## src/rtl/shload_pkg.sv

```systemverilog
package shload_pkg;
  typedef enum logic [1:0] {SZ_B = 2'd0, SZ_H = 2'd1, SZ_W = 2'd2, SZ_D = 2'd3} ld_size_e;
  typedef enum logic [1:0] {ST_IDLE = 2'd0, ST_REQ = 2'd1, ST_WAIT = 2'd2, ST_WB = 2'd3} ld_state_e;
endpackage

```

## src/rtl/shload_addr.sv

```systemverilog
module shload_addr #(
  parameter int XLEN = 64,
  parameter int SHW  = 3
) (
  input  logic [XLEN-1:0] base_val,
  input  logic [XLEN-1:0] index_val,
  input  logic [SHW-1:0]  sh_field,
  output logic [XLEN-1:0] eff_addr,
  output logic [XLEN-1:0] base_next
);
  function automatic logic [XLEN-1:0] shifted_addr(input logic [XLEN-1:0] b, input logic [SHW-1:0] s);
    int amt;
    amt = int'(s) + 1;
    return b << amt;
  endfunction

  function automatic logic [XLEN-1:0] post_sum(input logic [XLEN-1:0] b, input logic [XLEN-1:0] x);
    return b + x;
  endfunction

  assign eff_addr  = shifted_addr(base_val, sh_field);
  assign base_next = post_sum(base_val, index_val);
endmodule

```

## src/rtl/shload_fmt.sv

```systemverilog
module shload_fmt
  import shload_pkg::*;
#(
  parameter int XLEN = 64
) (
  input  ld_size_e        size,
  input  logic            sext,
  input  logic [XLEN-1:0] raw,
  output logic [XLEN-1:0] value
);
  function automatic logic [XLEN-1:0] format_load(input ld_size_e sz, input logic sg, input logic [XLEN-1:0] d);
    logic [XLEN-1:0] v;
    case (sz)
      SZ_B:    v = {{(XLEN-8){1'b0}}, d[7:0]};
      SZ_H:    v = {{(XLEN-16){sg & d[15]}}, d[15:0]};
      SZ_W:    v = {{(XLEN-32){sg & d[31]}}, d[31:0]};
      default: v = d;
    endcase
    return v;
  endfunction

  assign value = format_load(size, sext, raw);
endmodule

```

## src/rtl/shload_ctrl.sv

```systemverilog
module shload_ctrl
  import shload_pkg::*;
(
  input  logic      clk,
  input  logic      rst,
  input  logic      issue_valid,
  input  logic      form_bad,
  input  logic      req_ready,
  input  logic      rsp_valid,
  output ld_state_e state,
  output logic      accept_ok,
  output logic      accept_bad,
  output logic      req_fire,
  output logic      rsp_fire
);
  ld_state_e state_n;

  assign accept_ok  = (state == ST_IDLE) & issue_valid & ~form_bad;
  assign accept_bad = (state == ST_IDLE) & issue_valid & form_bad;
  assign req_fire   = (state == ST_REQ) & req_ready;
  assign rsp_fire   = (state == ST_WAIT) & rsp_valid;

  always_comb begin
    state_n = state;
    case (state)
      ST_IDLE: if (accept_ok) state_n = ST_REQ;
      ST_REQ:  if (req_fire)  state_n = ST_WAIT;
      ST_WAIT: if (rsp_fire)  state_n = ST_WB;
      default: state_n = ST_IDLE;
    endcase
  end

  always_ff @(posedge clk) begin
    if (rst) state <= ST_IDLE;
    else     state <= state_n;
  end
endmodule

```

## src/rtl/shload_unit.sv

```systemverilog
module shload_unit
  import shload_pkg::*;
#(
  parameter int XLEN = 64,
  parameter int REGW = 5,
  parameter int SHW  = 3
) (
  input  logic                       clk,
  input  logic                       rst,
  input  logic                       issue_valid,
  output logic                       issue_ready,
  input  logic [1:0]                 op_size,
  input  logic                       op_signed,
  input  logic [REGW-1:0]            rt_idx,
  input  logic [REGW-1:0]            ra_idx,
  input  logic [XLEN-1:0]            ra_val,
  input  logic [XLEN-1:0]            rb_val,
  input  logic [SHW-1:0]             sh_amt,
  output logic                       mem_req_valid,
  input  logic                       mem_req_ready,
  output logic [XLEN-1:0]            mem_req_addr,
  output logic [$clog2(XLEN/8):0]    mem_req_bytes,
  input  logic                       mem_rsp_valid,
  input  logic [XLEN-1:0]            mem_rsp_data,
  output logic                       rt_wb_valid,
  output logic [REGW-1:0]            rt_wb_idx,
  output logic [XLEN-1:0]            rt_wb_data,
  output logic                       ra_wb_valid,
  output logic [REGW-1:0]            ra_wb_idx,
  output logic [XLEN-1:0]            ra_wb_data,
  output logic                       invalid_form
);
  localparam int BYTESW = $clog2(XLEN/8) + 1;

  ld_state_e       state;
  logic            accept_ok, accept_bad, req_fire, rsp_fire;
  logic            form_bad;
  logic [XLEN-1:0] ea_c, upd_c, fmt_c;
  logic [XLEN-1:0] ea_q, upd_q, load_q;
  ld_size_e        cur_size;
  logic            sgn_q, bad_q;
  logic [REGW-1:0] rt_q, ra_q;

  assign form_bad = (ra_idx == '0) | (ra_idx == rt_idx);

  shload_ctrl u_ctrl (
    .clk(clk), .rst(rst), .issue_valid(issue_valid), .form_bad(form_bad),
    .req_ready(mem_req_ready), .rsp_valid(mem_rsp_valid), .state(state),
    .accept_ok(accept_ok), .accept_bad(accept_bad), .req_fire(req_fire), .rsp_fire(rsp_fire)
  );

  shload_addr #(.XLEN(XLEN), .SHW(SHW)) u_addr (
    .base_val(ra_val), .index_val(rb_val), .sh_field(sh_amt),
    .eff_addr(ea_c), .base_next(upd_c)
  );

  shload_fmt #(.XLEN(XLEN)) u_fmt (
    .size(cur_size), .sext(sgn_q), .raw(mem_rsp_data), .value(fmt_c)
  );

  always_ff @(posedge clk) begin
    if (rst) begin
      ea_q     <= '0;
      upd_q    <= '0;
      cur_size <= SZ_B;
      sgn_q    <= 1'b0;
      rt_q     <= '0;
      ra_q     <= '0;
    end else if (accept_ok) begin
      ea_q     <= ea_c;
      upd_q    <= upd_c;
      cur_size <= ld_size_e'(op_size);
      sgn_q    <= op_signed;
      rt_q     <= rt_idx;
      ra_q     <= ra_idx;
    end
  end

  always_ff @(posedge clk) begin
    if (rst)           load_q <= '0;
    else if (rsp_fire) load_q <= fmt_c;
  end

  always_ff @(posedge clk) begin
    if (rst) bad_q <= 1'b0;
    else     bad_q <= accept_bad;
  end

  assign issue_ready   = (state == ST_IDLE);
  assign mem_req_valid = (state == ST_REQ);
  assign mem_req_addr  = ea_q;
  assign mem_req_bytes = BYTESW'(1) << cur_size;
  assign rt_wb_valid   = (state == ST_WB);
  assign ra_wb_valid   = (state == ST_WB);
  assign rt_wb_idx     = rt_q;
  assign ra_wb_idx     = ra_q;
  assign rt_wb_data    = load_q;
  assign ra_wb_data    = upd_q;
  assign invalid_form  = bad_q;
endmodule

```

## config.mk

```make
export PLATFORM = sky130hd
export DESIGN_NAME = shload_unit
export DESIGN_NICKNAME = d
export VERILOG_FILES = /design/src/rtl/shload_pkg.sv /design/src/rtl/shload_addr.sv /design/src/rtl/shload_fmt.sv /design/src/rtl/shload_ctrl.sv /design/src/rtl/shload_unit.sv
export SDC_FILE = /design/constraint.sdc
export NUM_CORES = 1
export LEC_CHECK = 0
export ABC_AREA = 1
export BUFFER_PORTS_ARGS = -buffer_cell sky130_fd_sc_hd__buf_2
export CAP_MARGIN = 20
export CORE_MARGIN = 3
export CORE_UTILIZATION = 45
export DETAILED_ROUTE_END_ITERATION = 16
export PLACE_DENSITY_LB_ADDON = 0.2
export SYNTH_ARGS = -nofsm -noshare
export SYNTH_HDL_FRONTEND = slang
export SYNTH_HIERARCHICAL = 1
export SYNTH_SLANG_ARGS = --single-unit
```

## constraint.sdc

```tcl
create_clock -name clk -period 2.15 [get_ports clk]
set_clock_uncertainty 0.15 [all_clocks]
set_input_delay 0.43 -clock clk [delete_from_list [all_inputs] [get_ports clk]]
set_output_delay 0.43 -clock clk [all_outputs]
set_load 0.02 [all_outputs]
```

==> metrics, run 1 <==
run status=complete, no violations; yosys warns=6; Synth Cell Area=16710 um^2; DR WL/cell=16.82 um; period utilisation layout=95.51%; Core ar.=36090 um^2; Fin Hold WS=0.02858 ns; Pwr Total=16.54 mW; first-pass GRT wire length=100500 um; # IOs=424; initial antenna violation count=3; Tightest Hold Check Type=in -> reg; Port Buf Inserts=423; layout cells sized above 1=22.90%; DRC viols=0; synthesized instance count=2955; worst path buffer plus inverter count=3; CP cell instances=buf_6, nand2_1, inv_1, buf_2; Critical R2R Capture=cur_size[1]$_SDFFE_PP0P_; Final Slew Violations=0; Setup Crit Path Kind=reg -> out; CP Capture Type=primary output; slew margin rel.=63.11%; final WL=67760 um; Worst setup endpoint=mem_req_bytes[3]; DRT antenna net count=0; vias in the first global route=18985; Final GP Congestion=1.011; NumNets Final=3827; pin count of the biggest net entering global routing=70; RSZ-0062 raised after global routing=true; Max Fclk=487.0 MHz; Post-CTS Setup Repair Bufs=0; combinational group share of total power=45.1%; Crit path depth=4; Crit path max-delay family=flip-flops; die area=39480 um^2; CP max-delay cell=dfxtp_2; Clk Latency, worst-skew pair=0.54 ns; number of CTS-inserted buffers=25; Internal=9.674 mW; crit path from=cur_size[1]$_SDFFE_PP0P_; syn_area_per_cell=5.654 um^2; Final setup viols=0; CTS clk-pin slew, worst paths=0.06 ns; TritonCTS clock tree=yes; pre-CTS setup slack=-0.4422 ns; Worst VDD drop=0.5947 mV; worst reg2reg startpoint=u_ctrl/state[0]$_SDFFE_PP0P_; routed via count=20419; Worst Path Max Fanout=16; setup total negative slack=0 ns; total congestion overflow=0; r2r setup slk=0.19 ns; crit start category=flip-flop; CP required=1.57 ns; DIE HEIGHT=198.7 um; 1st-iter DRT viols=1323; Die W=198.7 um; worst slew pin tran=0.5534 ns; CTS Sinks=208; effective utilization at floorplan=46.30%; Post-Syn Nets=3236; Core Rows=69; Worst path max stage delay=0.43 ns; Leak=12.51 nW; max-cap viol count=0; R2R cell count=9; CTS root buf=clkbuf_16; switching power=6.865 mW; H-tree levels=1; Clock Power Share=26.0%; DRT Pass-1 Iters=6; sequential power share=28.9%; Hold Fails Final Rpt=0; Sw Share=41.51%; average vias per placed instance=5.068; PwrDens=749.1 nW/um^2; Longest Clk Path Bufs=3; GRT Overall Usage=31.94%; worst setup margin=0.09645 ns; Worst EP arrival=1.47 ns; Layout area overhead=32.14%; final period demand of the worst path=2.054 ns; DPL Wire Length=54560 um
## state kept, by name, indices dropped and copies added (netlist names)
signal	flops
mem_req_addr	64
ra_wb_data	64
rt_wb_data	64
ra_wb_idx	5
rt_wb_idx	5
cur_size	2
u_ctrl/state	2
invalid_form	1
sgn_q	1
## worst min-delay path: stages
cell     delay [ns]
buf_2          0.11
nand2_1        0.07
a21oi_1        0.06
## cell type report
cell class                      instances  area [um^2]
Fill cell                            3681        14010
Timing Repair Buffer                  699         4553
Sequential cell                       208         4167
Clock buffer                           33        705.7
Antenna cell                            5        12.51
Multi-Input combinational cell       2246        10550
Inverter                              366         1389
Clock inverter                         11        122.6
Tap cell                              461        576.8
## what timing repair did
item / in CTS / in global routing
endpoints found under the setup margin: 3 / 137
cloned: 0 / 3
resized for setup: 1 / 41
pin swaps: 0 / 2
hold buffers: 13 / 0
endpoints found under the hold margin: 13 / 0
## how the worst min path moves through the flow
stage	end	startpoint	cells past startpoint
detailed placement	rt_wb_data[5]$_SDFFE_PP0P_	rt_wb_data[5]$_SDFFE_PP0P_	2
global route	rt_wb_idx[0]$_SDFFE_PP0P_	rt_idx[0]	3
global placement	mem_req_addr[34]$_SDFFE_PP0P_	mem_req_addr[34]$_SDFFE_PP0P_	2
floorplan	sgn_q$_SDFFE_PP0P_	sgn_q$_SDFFE_PP0P_	2
CTS	rt_wb_idx[3]$_SDFFE_PP0P_	rt_idx[3]	3
finish	rt_wb_idx[0]$_SDFFE_PP0P_	rt_idx[0]	3
## power by group through the flow
stage	combinational, mW	sequential, mW	clock (mW)
after floorplan	3.81	5.40	0
after global placement	7.02	4.84	0
after detailed placement	7.08	4.85	0
after CTS	7.12	4.78	4.41
after global routing	8.15	4.84	4.51
final	7.46	4.78	4.30
## layer usage
metal / routed length [um] / up-vias / global-route usage [%]
li1: - / 10325 / -
met1: 29130 / 9201 / 42.71
met2: 30550 / 762 / 51.79
met3: 5039 / 131 / 4.607
met4: 3041 / 0 / 13.25
met5: 0 / - / 0
## stage by stage
stage | utilization (%) | instance area (um^2) | std cells
CTS | 60.51 | 21840 | 4021
finish | 61.18 | 22080 | 4029
floorplan | - | 16720 | 2955
global placement | 57.85 | 20880 | 3964
global route | 61.16 | 22070 | 4026
detailed placement | 57.85 | 20880 | 3964
## cell usage in the layout (no fill, tap or decap), types with 18 or more instances in the layout
cell type	instances
mux2i_1	42
a21oi_1	242
buf_12	18
nand2_1	1372
nand2_2	18
clkbuf_16	28
ha_1	59
buf_4	238
buf_2	422
nand3_2	19
nand3_1	138
dfxtp_1	206
xor2_1	31
o21ai_0	53
o21ai_1	43
nor2_2	21
inv_1	356
nor2_1	139
No activity file was read; power rests on OpenSTA's default activity.
==> run 2, diff against run 1 <==
PLACE_DENSITY = 0.72   (was unset)
PLACE_DENSITY_LB_ADDON = unset   (was 0.2)
==> run 2 against run 1 <==
Clock power hardly changed. Sequential cell count unchanged. Die area unchanged. Via count rose by 1.7%. Critical path depth decreased by 1. Register-to-register slack better by 0.04 ns. Sequential power is essentially flat. First-iteration DRC count is 35% higher. Non-clock buffer count increased by 21. Final cell count up 0.55%. Hold slack gained 0.018 ns. Largest power group unchanged.
==> metrics, run 2 (synthesis results as in run 1) <==
total congestion overflow=0; average vias per placed instance=5.126; hold path startpoint=mem_rsp_data[27]; Clk Latency, worst-skew pair=0.58 ns; Core Rows=69; combinational group share of total power=46.0%; placed insts=3974; Leak=12.64 nW; first-pass GRT wire length=100600 um; Clock Power Share=25.5%; CP Capture Type=primary output; Final setup viols=0; most frequent cells in the layout=nand2_1, buf_2, inv_1; number of CTS-inserted buffers=25; PwrDens=749.6 nW/um^2; sequential power share=28.4%; effective utilization at floorplan=46.30%; switching power=7.086 mW; DPL Wire Length=53660 um; pin count of the biggest net entering global routing=78; die area=39480 um^2; routed via count=20764; Die W=198.7 um; DIE HEIGHT=198.7 um; DRT Pass-1 Iters=6; NumNets Final=3849; run status=complete, no violations; H-tree levels=1; Max Fclk=484.0 MHz; worst hold stages=5; R2R cell count=9; setup total negative slack=0 ns; Tightest Hold Check Type=in -> reg; pre-CTS setup slack=-0.4419 ns; Sw Share=42.41%; footprint of the multi-input gates=10530 um^2; Final Slew Violations=0; Longest Clk Path Bufs=3; worst slew pin tran=0.8476 ns; slew margin rel.=43.36%; Hold Fails Final Rpt=0; layout cells sized above 1=23.08%; FF/Latch Area=4165 um^2; Layout area overhead=33.40%; # fillers=3597; worst setup margin=0.08372 ns; Pwr Total=16.71 mW; Worst VDD drop=0.6071 mV; Final GP Congestion=1.029; Port Buf Inserts=423; Setup Crit Path Kind=reg -> out; r2r setup slk=0.23 ns; DR WL/cell=16.82 um; max-cap viol count=0; Core ar.=36090 um^2; vias in the first global route=19161; Internal=9.622 mW; Hold Path End=rt_wb_data[27]$_SDFFE_PP0P_; # IOs=424; final cell count without fillers=4051; commonest non-fill, non-tap cell in the layout=nand2_1; crit start category=flip-flop; CTS clk-pin slew, worst paths=0.07 ns; final WL=68130 um; GRT Overall Usage=31.86%; DRC viols=0; DRT antenna net count=0; 1st-iter DRT viols=1781; period utilisation layout=96.11%; final period demand of the worst path=2.066 ns; Worst EP arrival=1.49 ns; initial antenna violation count=2; fin util=61.76%; worst reg2reg startpoint=u_ctrl/state[0]$_SDFFE_PP0P_; Worst Path Max Fanout=7; RSZ-0062 raised after global routing=true; CTS root buf=clkbuf_16; CTS Sinks=208; TritonCTS clock tree=yes; CP required=1.57 ns; Critical R2R Capture=ra_wb_data[59]$_SDFFE_PP0P_
## run 2: cell types whose count changed in the layout (fill, tap and decap cells not counted), moves of 3 or more
cell,before,now
nor2_1,139,136
nand2_1,1372,1377
buf_4,238,247
nand2_2,18,13
ha_1,59,62
clkinvlp_4,1,5
ha_4,3,0
nor2_2,21,26
clkinv_2,7,4
dlygate4sd3_1,13,21
## run 2: area by class of cell
cell class	instances	area share, %
diodes	3	0.03368
clock buffers	33	3.211
clock inverters	13	0.4659
inverters	366	6.231
multi-input cells	2247	47.22
flip-flops and latches	208	18.69
well taps	461	2.588
repair buffers	720	21.56
## run 2: routing by layer
layer | vias up | track usage [%] | part of all wire, %
met4 | 0 | 10.20 | 3.5
met3 | 125 | 4.150 | 7.2
met1 | 9446 | 41.49 | 42
met2 | 797 | 54.81 | 47
li1 | 10396 | - | -
met5 | - | 0 | 0
## run 2: worst max-delay path by stage
stage | from | cells after the start | to | slack [ns]
detailed placement | ra_val[40] | 14 | ra_wb_data[52]$_SDFFE_PP0P_ | -0.44
global route | ra_val[17] | 15 | ra_wb_data[44]$_SDFFE_PP0P_ | -0.03
global placement | sh_amt[0] | 12 | mem_req_addr[29]$_SDFFE_PP0P_ | -0.44
CTS | cur_size[0]$_SDFFE_PP0P_ | 3 | mem_req_bytes[1] | 0.007
floorplan | ra_val[0] | 16 | ra_wb_data[60]$_SDFFE_PP0P_ | 0.01
finish | cur_size[1]$_SDFFE_PP0P_ | 3 | mem_req_bytes[2] | 0.08
## run 2: repair_timing
action / 4_1_cts / 5_1_grt
resized for setup: 0 / 38
hold endpoints to repair: 21 / 0
setup endpoints to repair: 0 / 102
setup buffers: 0 / 1
hold buffers: 21 / 0
## run 2: power by group through the flow
stage               combinational [mW]  sequential [mW]  clock, mW
floorplan                         3.81             5.40          0
global placement                  7.06             4.80          0
detailed placement                7.13             4.82          0
CTS                               7.19             4.74       4.33
global route                      8.38             4.82       4.50
finish                            7.69             4.75       4.27
## run 2: per-stage QoR
stage          area, um^2  hold slack [ns]
2_1_floorplan       16720           0.3360
3_3_place_gp        20970           0.2949
3_5_place_dp        20970           0.2992
4_1_cts             21990          0.02443
5_1_grt             22280          0.05806
6_report            22290          0.04640
## run 2: critical path, cell delays in order (launching register included)
cell	delay (ns)
dfxtp_1	0.48
inv_1	0.11
nor2_1	0.13
buf_2	0.19
